--- src/rtl/dma_arb_pkg.sv ---
package dma_arb_pkg;
  localparam int EXP_W   = 4;
  localparam int MAX_EXP = 10;
  localparam int LEN_W   = MAX_EXP + 1;
  localparam logic [EXP_W-1:0] MAX_EXP_V = EXP_W'(MAX_EXP);

  // burst length in items for a stored exponent, saturating at 2^MAX_EXP
  function automatic logic [LEN_W-1:0] burst_len(input logic [EXP_W-1:0] e);
    logic [LEN_W-1:0] one;
    one = LEN_W'(1);
    if (e > MAX_EXP_V) return one << MAX_EXP;
    return one << e;
  endfunction
endpackage

--- src/rtl/dma_prio_regs.sv ---
module dma_prio_regs #(
  parameter int NCH = 32
) (
  input  logic           clk,
  input  logic           rst_n,
  input  logic           set_we,
  input  logic [NCH-1:0] set_mask,
  input  logic           clr_we,
  input  logic [NCH-1:0] clr_mask,
  output logic [NCH-1:0] prio_q
);
  logic [NCH-1:0] set_eff, clr_eff;

  assign set_eff = set_we ? set_mask : '0;
  assign clr_eff = clr_we ? clr_mask : '0;

  // clear dominates a simultaneous set of the same bit
  always_ff @(posedge clk or negedge rst_n) begin
    if (!rst_n) prio_q <= '0;
    else        prio_q <= (prio_q | set_eff) & ~clr_eff;
  end
endmodule

--- src/rtl/dma_size_regs.sv ---
module dma_size_regs #(
  parameter int NCH   = 32,
  parameter int EXP_W = 4,
  localparam int IDX_W = $clog2(NCH)
) (
  input  logic             clk,
  input  logic             rst_n,
  input  logic             we,
  input  logic [IDX_W-1:0] wr_sel,
  input  logic [EXP_W-1:0] wr_exp,
  input  logic [IDX_W-1:0] rd_sel,
  output logic [EXP_W-1:0] rd_exp
);
  logic [EXP_W-1:0] exp_q [NCH];

  for (genvar g = 0; g < NCH; g++) begin : g_chan
    always_ff @(posedge clk or negedge rst_n) begin
      if (!rst_n)                            exp_q[g] <= '0;
      else if (we && wr_sel == IDX_W'(g))    exp_q[g] <= wr_exp;
    end
  end

  assign rd_exp = exp_q[rd_sel];
endmodule

--- src/rtl/dma_pick.sv ---
module dma_pick #(
  parameter int NCH       = 32,
  parameter bit TWO_LEVEL = 1'b1,
  localparam int IDX_W    = $clog2(NCH)
) (
  input  logic [NCH-1:0]   req,
  input  logic [NCH-1:0]   prio,
  output logic             any,
  output logic             win_hi,
  output logic [IDX_W-1:0] win_idx
);
  logic [NCH-1:0] hi_req, cand;

  // lowest set position; channel 0 ranks first
  function automatic logic [IDX_W-1:0] first_set(input logic [NCH-1:0] v);
    logic [IDX_W-1:0] r;
    r = '0;
    for (int i = NCH - 1; i >= 0; i--)
      if (v[i]) r = IDX_W'(i);
    return r;
  endfunction

  assign hi_req = req & prio;
  assign any    = |req;

  if (TWO_LEVEL) begin : g_two
    assign win_hi = |hi_req;
    assign cand   = win_hi ? hi_req : req;
  end else begin : g_flat
    assign win_hi = 1'b0;
    assign cand   = req;
  end

  assign win_idx = first_set(cand);
endmodule

--- src/rtl/dma_burst_ctl.sv ---
module dma_burst_ctl #(
  parameter int NCH   = 32,
  parameter int LEN_W = 11,
  localparam int IDX_W = $clog2(NCH)
) (
  input  logic             clk,
  input  logic             rst_n,
  input  logic             any,
  input  logic [IDX_W-1:0] win_idx,
  input  logic [LEN_W-1:0] win_len,
  input  logic             owner_req,
  input  logic             item_done,
  output logic             gnt_valid,
  output logic [IDX_W-1:0] gnt_idx,
  output logic [LEN_W-1:0] count_q,
  output logic             grant_load,
  output logic             burst_end
);
  logic last_item, owner_gone;

  assign grant_load = !gnt_valid && any;
  assign last_item  = gnt_valid && item_done && (count_q == LEN_W'(1));
  assign owner_gone = gnt_valid && !owner_req;
  assign burst_end  = last_item || owner_gone;

  always_ff @(posedge clk or negedge rst_n) begin
    if (!rst_n) begin
      gnt_valid <= 1'b0;
      gnt_idx   <= '0;
      count_q   <= '0;
    end else if (grant_load) begin
      gnt_valid <= 1'b1;
      gnt_idx   <= win_idx;
      count_q   <= win_len;
    end else if (burst_end) begin
      gnt_valid <= 1'b0;
      count_q   <= '0;
    end else if (gnt_valid && item_done) begin
      count_q   <= count_q - LEN_W'(1);
    end
  end
endmodule

--- src/rtl/dma_chan_arb.sv ---
module dma_chan_arb #(
  parameter int NCH = 32,
  localparam int IDX_W = $clog2(NCH),
  localparam int EXP_W = dma_arb_pkg::EXP_W,
  localparam int LEN_W = dma_arb_pkg::LEN_W
) (
  input  logic             clk,
  input  logic             rst_n,
  input  logic [NCH-1:0]   req,
  input  logic             item_done,
  input  logic             prio_set_we,
  input  logic [NCH-1:0]   prio_set_data,
  input  logic             prio_clr_we,
  input  logic [NCH-1:0]   prio_clr_data,
  input  logic             size_we,
  input  logic [IDX_W-1:0] size_sel,
  input  logic [EXP_W-1:0] size_exp,
  output logic [IDX_W-1:0] gnt_idx,
  output logic             gnt_valid,
  output logic [NCH-1:0]   prio_rd
);
  logic             any_req, win_hi;
  logic [IDX_W-1:0] win_idx;
  logic [EXP_W-1:0] win_exp;
  logic [LEN_W-1:0] win_len;
  logic [LEN_W-1:0] count_q;
  logic             grant_load, burst_end, owner_req;

  dma_prio_regs #(.NCH(NCH)) u_prio (
    .clk(clk), .rst_n(rst_n),
    .set_we(prio_set_we), .set_mask(prio_set_data),
    .clr_we(prio_clr_we), .clr_mask(prio_clr_data),
    .prio_q(prio_rd)
  );

  dma_size_regs #(.NCH(NCH), .EXP_W(EXP_W)) u_size (
    .clk(clk), .rst_n(rst_n),
    .we(size_we), .wr_sel(size_sel), .wr_exp(size_exp),
    .rd_sel(win_idx), .rd_exp(win_exp)
  );

  dma_pick #(.NCH(NCH), .TWO_LEVEL(1'b1)) u_pick (
    .req(req), .prio(prio_rd),
    .any(any_req), .win_hi(win_hi), .win_idx(win_idx)
  );

  assign win_len   = dma_arb_pkg::burst_len(win_exp);
  assign owner_req = req[gnt_idx];

  dma_burst_ctl #(.NCH(NCH), .LEN_W(LEN_W)) u_burst (
    .clk(clk), .rst_n(rst_n),
    .any(any_req), .win_idx(win_idx), .win_len(win_len),
    .owner_req(owner_req), .item_done(item_done),
    .gnt_valid(gnt_valid), .gnt_idx(gnt_idx), .count_q(count_q),
    .grant_load(grant_load), .burst_end(burst_end)
  );
endmodule

--- config.mk ---
export PLATFORM = sky130hd
export DESIGN_NAME = dma_chan_arb
export DESIGN_NICKNAME = d
export VERILOG_FILES = /design/src/rtl/dma_arb_pkg.sv /design/src/rtl/dma_prio_regs.sv /design/src/rtl/dma_size_regs.sv /design/src/rtl/dma_pick.sv /design/src/rtl/dma_burst_ctl.sv /design/src/rtl/dma_chan_arb.sv
export SDC_FILE = /design/constraint.sdc
export NUM_CORES = 1
export LEC_CHECK = 0
export CAP_MARGIN = 20
export CORE_ASPECT_RATIO = 1.5
export CORE_MARGIN = 8
export CORE_UTILIZATION = 30
export CTS_CLUSTER_SIZE = 25
export DETAILED_ROUTE_END_ITERATION = 16
export SLEW_MARGIN = 10
export SYNTH_ARGS = -nofsm -noshare
export SYNTH_HDL_FRONTEND = slang
export SYNTH_SLANG_ARGS = --single-unit
--- constraint.sdc ---
create_clock -name clk -period 9.19 [get_ports clk]
set_input_delay 1.838 -clock clk [delete_from_list [all_inputs] [get_ports clk]]
set_output_delay 1.838 -clock clk [all_outputs]
set_load 0.05 [all_outputs]
==> results.tsv, run 1 <==
stage	metric	value	unit
run_status	outcome	finished clean	
clock_network	clk_latency	440	ps
global_routing	grt_pass1_wl	52600	um
cells_and_area	final_cell_area	12200	sq um
routing	first_pass_iters	5	
worst_setup_path	critPathKind	input pin to flip-flop	
die	die_height	236	um
cells_and_area	mostFrequentLayoutCells	dfrtp_1 (177), clkdlybuf4s50_1 (147), mux2_2 (133)	
clock_network	hold_buffers	0	
routing	drc	0	
clock_network	cts.sinks	177	
synthesis	syn_nets	1009	
placement	place_worst_setup_slack	1620	ps
timing	period_minus_slack	7200	ps
worst_hold_path	hold_class	flip-flop to flip-flop	
timing	drv_slew	0	
synthesis	synth_area	9680	sq um
power_and_ir_drop	pwr_density_cell	228	nW/um^2
routing	routedWlPerCell	23.5	um
die	die_x	163	um
worst_setup_path	cp.arrival	7570	ps
routing	vias_per_cell	5.78	
die	coreArea	31800	sq um
clock_network	postCtsSetupBuffers	0	
die	die_area	38400	sq um
worst_setup_path	cp_slowest_stage_delay	810	ps
placement	gp_congestion	0.929	
placement	post_dp_cell_area	11600	sq um
cells_and_area	antenna_cells	0	
timing	fin_crit_sh	0.783	
synthesis	synth_warnings	0	
routing	ant_nets	0	
worst_setup_path	cp_cell_sequence	clkdlybuf4s50_1 -> a22oi_1 -> nand4_1 -> nor4_4 -> buf_4 -> buf_4 -> o21ai_1 -> nand2b_1 -> a31o_1 -> a211o_1 -> nand2_1 -> buf_4 -> mux2i_1 -> o22ai_1 -> a31oi_1 -> nand4b_1 -> o32a_1 -> nor2_1	
timing	fin_ws	1990	ps
timing	rsz0062_at_grt	false	
cells_and_area	final_nets	1142	
routing	drt-initial-drc-count	636	
synthesis	synthArstFlopShare	1.00	
placement	portBuffers	148	
cells_and_area	drive_gt1_frac	0.207	
worst_setup_path	start_kind	input pin	
synthesis	synthCells	896	
timing	relSlewSlack	0.245	
cells_and_area	areaGrowthSynthToFinish	26.2	%
synthesis	avgSynthCellArea	10.8	sq um
die	num_io_pins	149	
power_and_ir_drop	irDropWorstVdd	0.000126	V
synthesis	synth-seq-area-share	0.458	
clock_network	cts_buffers	17	
timing	clock.fmax	0.139	GHz
worst_setup_path	crit_path_frequent_cell	buf_4	
die	std_cell_rows	80	
synthesis	synthFlopType	dfrtp_1	
synthesis	ys_ff_latch	177	
timing	setup_violations	0	
global_routing	grt_max_degree	77	
clock_network	clockBufferDepth	2	
synthesis	ys_types	71	
worst_setup_path	cp.required	9560	ps
run	maxCapViolCount	0	
placement	dp_hpwl	26000	um
power_and_ir_drop	leakagePower	4.94	nW
global_routing	grt_pass1_vias	8572	
timing	tightestPinTransition	1130	ps
cells_and_area	final_common_cell	dfrtp_1	
clock_network	cts_root_buf	clkbuf_16	
worst_setup_path	slowest_stage	nor4_4	
worst_setup_path	crit_path_max_fanout	19	
synthesis	synth_edf_count	0	
global_routing	grt.overflow.total	0	
clock_network	htreeDepth	4	
routing	vias	8387	
global_routing	antenna_found_initial	0	
clock_network	cts_tree	done	
clock_network	clk_pin_slew	70	ps
timing	tns	0	ps
timing	fin_worst_skew	18.0	ps
worst_setup_path	path_buf_inv	4	
die	initial_core_util	0.304	
timing	hold_viol	0	
worst_setup_path	cpLargestDelayFamily	compound AO/OA/AOI/OAI gates	
global_routing	grt_util_all_layers	0.178	
routing	routed_wl	34200	um
clock_network	postCtsResizedCells	0	
worst_setup_path	cp-end-kind	flip-flop	
## sequential cells by signal (all words and copies together), names as in the netlist
| signal | cells |
|---|---|
| u_prio.prio_q | 32 |
| u_burst.gnt_idx | 5 |
| u_size.exp_q | 128 |
| u_burst.gnt_valid | 1 |
| u_burst.count_q | 11 |
## worst register-to-register path, delay by kind of cell (launching register included)
family | cells | cell delay (ps)
compound gates | 7 | 2010
simple gates | 6 | 1890
flops | 1 | 470
buf+inv | 3 | 860
mux | 1 | 420
## routing by layer
layer | GRT usage | vias up | wire, um
li1 | - | 3727 | -
met1 | 0.193 | 4196 | 12800
met2 | 0.318 | 378 | 17600
met3 | 0.0371 | 86 | 2050
met4 | 0.0912 | 0 | 1680
met5 | 0 | - | 0
## cells by family after synthesis
family / after synthesis / synth area share
xor gates and xnor gates: 2 / 0.00181
muxes: 163 / 0.207
AOI/OAI and AO/OA: 248 / 0.168
and+or+nand+nor: 251 / 0.140
buffers and inverters: 53 / 0.0238
DFF: 177 / 0.458
adders and majority gates: 2 / 0.00258
## per-stage QoR
step	hold WS (ps)	utilization	total power [W]	cells
2_1_floorplan	471	-	0.00169	896
3_3_place_gp	483	0.363	0.00203	1418
3_5_place_dp	489	0.365	0.00204	1420
4_1_cts	506	0.384	0.00280	1452
5_1_grt	514	0.384	0.00292	1452
6_report	505	0.384	0.00279	1452
## where the power goes
part | switching (W) | total (W) | internal (W)
Clock | 0.000339 | 0.000751 | 0.000411
Sequential | 0.000137 | 0.00107 | 0.000930
Combinational | 0.000549 | 0.000969 | 0.000420
Total | 0.00102 | 0.00279 | 0.00176
## final timing paths
kind | start | endpoint | slack [ps] | depth (start not counted)
worst max-delay path | req[17] | u_burst.count_q[9] | 1990 | 18
worst min-delay path | u_size.exp_q[35] | u_size.exp_q[35] | 510 | 1
worst max register to register | u_prio.prio_q[5] | u_burst.count_q[9] | 3480 | 17
worst min register to register | u_size.exp_q[35] | u_size.exp_q[35] | 510 | 1
max in group asynchronous | rst_n | u_size.exp_q[43] | 6510 | 2
min in group asynchronous | rst_n | u_prio.prio_q[7] | 1330 | 1
## area by class of cell
cell class                 count  area [sq um]
fill                        3144         19600
tap                          410           513
timing repair buffer         163          1620
sequential                   177          4430
clock inverter                14           178
multi-input combinational    666          5030
inverter                       4          15.0
clock buffer                  18           429
## synthesized netlist by cell type (16+ instances only)
library cell / instances / area [sq um]
dfrtp_1: 177 / 4430
mux2_2: 133 / 1500
a21oi_1: 72 / 360
nand2_1: 56 / 210
nor2_1: 46 / 173
clkbuf_1: 34 / 128
nand4_1: 28 / 175
o21ai_0: 28 / 140
nand3_1: 26 / 130
o21ai_1: 26 / 130
a22oi_1: 22 / 165
mux4_2: 16 / 360
o211ai_1: 16 / 120
(Power assumes the default switching activity.)
==> run 2: changes to the inputs <==
clock period = 6.3 ns   (was 9.19 ns; I/O delays follow)
==> results.tsv, run 2 (synthesis gave the netlist of run 1 again) <==
stage	metric	value	unit
placement	dp_hpwl	26400	um
worst_setup_path	cpLargestDelayFamily	compound AO/OA/AOI/OAI gates	
timing	period_minus_slack	5860	ps
global_routing	grt_util_all_layers	0.179	
die	die_x	163	um
cells_and_area	fillers	3113	
power_and_ir_drop	leakagePower	5.05	nW
die	die_area	38400	sq um
routing	vias	8348	
cells_and_area	largest_register_ffs	128	
clock_network	hold_buffers	0	
timing	drv_slew	0	
die	initial_core_util	0.304	
clock_network	postCtsResizedCells	0	
timing	hold_viol	0	
global_routing	antenna_found_initial	0	
routing	first_pass_iters	5	
worst_setup_path	cp-end-kind	flip-flop	
global_routing	grt_pass1_wl	52500	um
worst_setup_path	cp_cell_sequence	clkdlybuf4s50_1 -> a22oi_1 -> nand4_1 -> nor4_4 -> buf_12 -> o21ai_1 -> and4_1 -> a21oi_1 -> a21boi_2 -> nor2_4 -> mux2i_1 -> a2111oi_0 -> a211oi_1 -> and4b_1 -> o32ai_2 -> o21a_1	
placement	portBuffers	148	
timing	tns	0	ps
die	num_io_pins	149	
cells_and_area	final_common_cell	dfrtp_1	
power_and_ir_drop	finalPower	0.00411	W
worst_hold_path	hold_class	flip-flop to flip-flop	
clock_network	clk_latency	460	ps
power_and_ir_drop	p_switching	0.00152	W
worst_setup_path	path_buf_inv	2	
routing	vias_per_cell	5.68	
worst_setup_path	crit_path_max_fanout	40	
worst_setup_path	slowest_stage	a2111oi_0	
global_routing	grt.overflow.total	0	
clock_network	cts_tree	done	
clock_network	cts_root_buf	clkbuf_16	
routing	drt-initial-drc-count	600	
routing	ant_nets	0	
global_routing	grt_pass1_vias	8613	
cells_and_area	largestRegisters	u_size.exp_q: 128 flops, u_prio.prio_q: 32 flops, u_burst.count_q: 11 flops	
clock_network	htreeDepth	4	
routing	drc	0	
worst_setup_path	cp.arrival	6250	ps
timing	relSlewSlack	0.332	
timing	fin_crit_sh	0.929	
cells_and_area	antenna_cells	0	
worst_setup_path	cp_slowest_stage_delay	750	ps
timing	rsz0062_at_grt	false	
worst_setup_path	critPathKind	input pin to flip-flop	
die	std_cell_rows	80	
worst_setup_path	start_kind	input pin	
cells_and_area	final_nets	1160	
run	maxCapViolCount	0	
placement	gp_congestion	0.944	
power_and_ir_drop	switching_share	0.369	
cells_and_area	areaGrowthSynthToFinish	27.9	%
clock_network	postCtsSetupBuffers	0	
die	die_height	236	um
die	coreArea	31800	sq um
routing	routedWlPerCell	23.5	um
timing	tightestPinTransition	994	ps
cells_and_area	top_register	u_size.exp_q	
worst_setup_path	cp.required	6690	ps
timing	clock.fmax	0.171	GHz
cells_and_area	final_cells	1470	
power_and_ir_drop	power.share.clock	0.268	
clock_network	clockBufferDepth	2	
timing	setup_violations	0	
power_and_ir_drop	irDropWorstVdd	0.000210	V
power_and_ir_drop	internal_power	0.00260	W
power_and_ir_drop	seq_power_share	0.381	
power_and_ir_drop	pwr-share-comb	0.351	
global_routing	grt_max_degree	65	
power_and_ir_drop	pwr_density_cell	332	nW/um^2
cells_and_area	mostFrequentLayoutCells	dfrtp_1 (177), clkdlybuf4s50_1 (147), mux2_2 (133)	
run_status	outcome	finished clean	
timing	fin_worst_skew	14.5	ps
placement	dp.cells	1437	
clock_network	cts.sinks	177	
clock_network	clk_pin_slew	60	ps
routing	routed_wl	34500	um
cells_and_area	drive_gt1_frac	0.221	
clock_network	cts_buffers	17	
run 2: worst paths after layout:
kind	startpoint	endpoint	slack [ps]	cells past startpoint
max	req[14]	u_burst.count_q[5]	440	16
min reg2reg	u_size.exp_q[38]	u_size.exp_q[38]	500	1
min	u_size.exp_q[38]	u_size.exp_q[38]	500	1
min in group asynchronous	rst_n	u_prio.prio_q[21]	790	1
max in group asynchronous	rst_n	u_size.exp_q[75]	4310	2
max reg2reg	u_prio.prio_q[14]	u_burst.count_q[5]	1360	15
run 2: layout make-up:
class	instances	area, sq um	share of cell area
Clock buffer	18	429	0.0347
Clock inverter	14	169	0.0136
Inverter	4	15.0	0.00121
Multi-Input combinational cell	666	5030	0.406
Sequential cell	177	4430	0.358
Tap cell	410	513	0.0414
Timing Repair Buffer	181	1800	0.145
run 2: metrics by stage:
stage / hold slack, ps / util / setup slack, ps / area [sq um]
after detailed placement: 489 / 0.369 / 97.2 / 11800
after global placement: 484 / 0.368 / 48.2 / 11700
after global routing: 518 / 0.389 / 225 / 12400
after floorplan: 471 / - / 1460 / 9680
final: 501 / 0.389 / 445 / 12400
after CTS: 503 / 0.388 / 550 / 12400
run 2: per-layer routing:
| metal | part of all wire | track usage | vias to the layer above |
|---|---|---|---|
| li1 | - | - | 3747 |
| met1 | 0.37 | 0.192 | 4178 |
| met2 | 0.51 | 0.313 | 341 |
| met3 | 0.062 | 0.0415 | 82 |
| met4 | 0.055 | 0.107 | 0 |
| met5 | 0 | 0 | - |
run 2: power by group through the flow:
stage / clock network, W / logic (W) / registers (W)
final: 0.00110 / 0.00144 / 0.00157
after global routing: 0.00117 / 0.00155 / 0.00159
after CTS: 0.00113 / 0.00144 / 0.00156
after detailed placement: 0 / 0.00143 / 0.00159
after global placement: 0 / 0.00142 / 0.00158
after floorplan: 0 / 0.000852 / 0.00162
run 2: worst reg2reg max path: stages (launching register included):
cell       delay, ps
dfrtp_1          450
a22oi_1          300
nand4_1          190
nor4_4           360
buf_12           230
o21ai_1          150
and4_1           280
a21oi_1          380
a21boi_2         190
nor2_4           450
mux2i_1          160
a2111oi_0        750
a211oi_1         170
and4b_1          340
o32ai_2          310
o21a_1           150
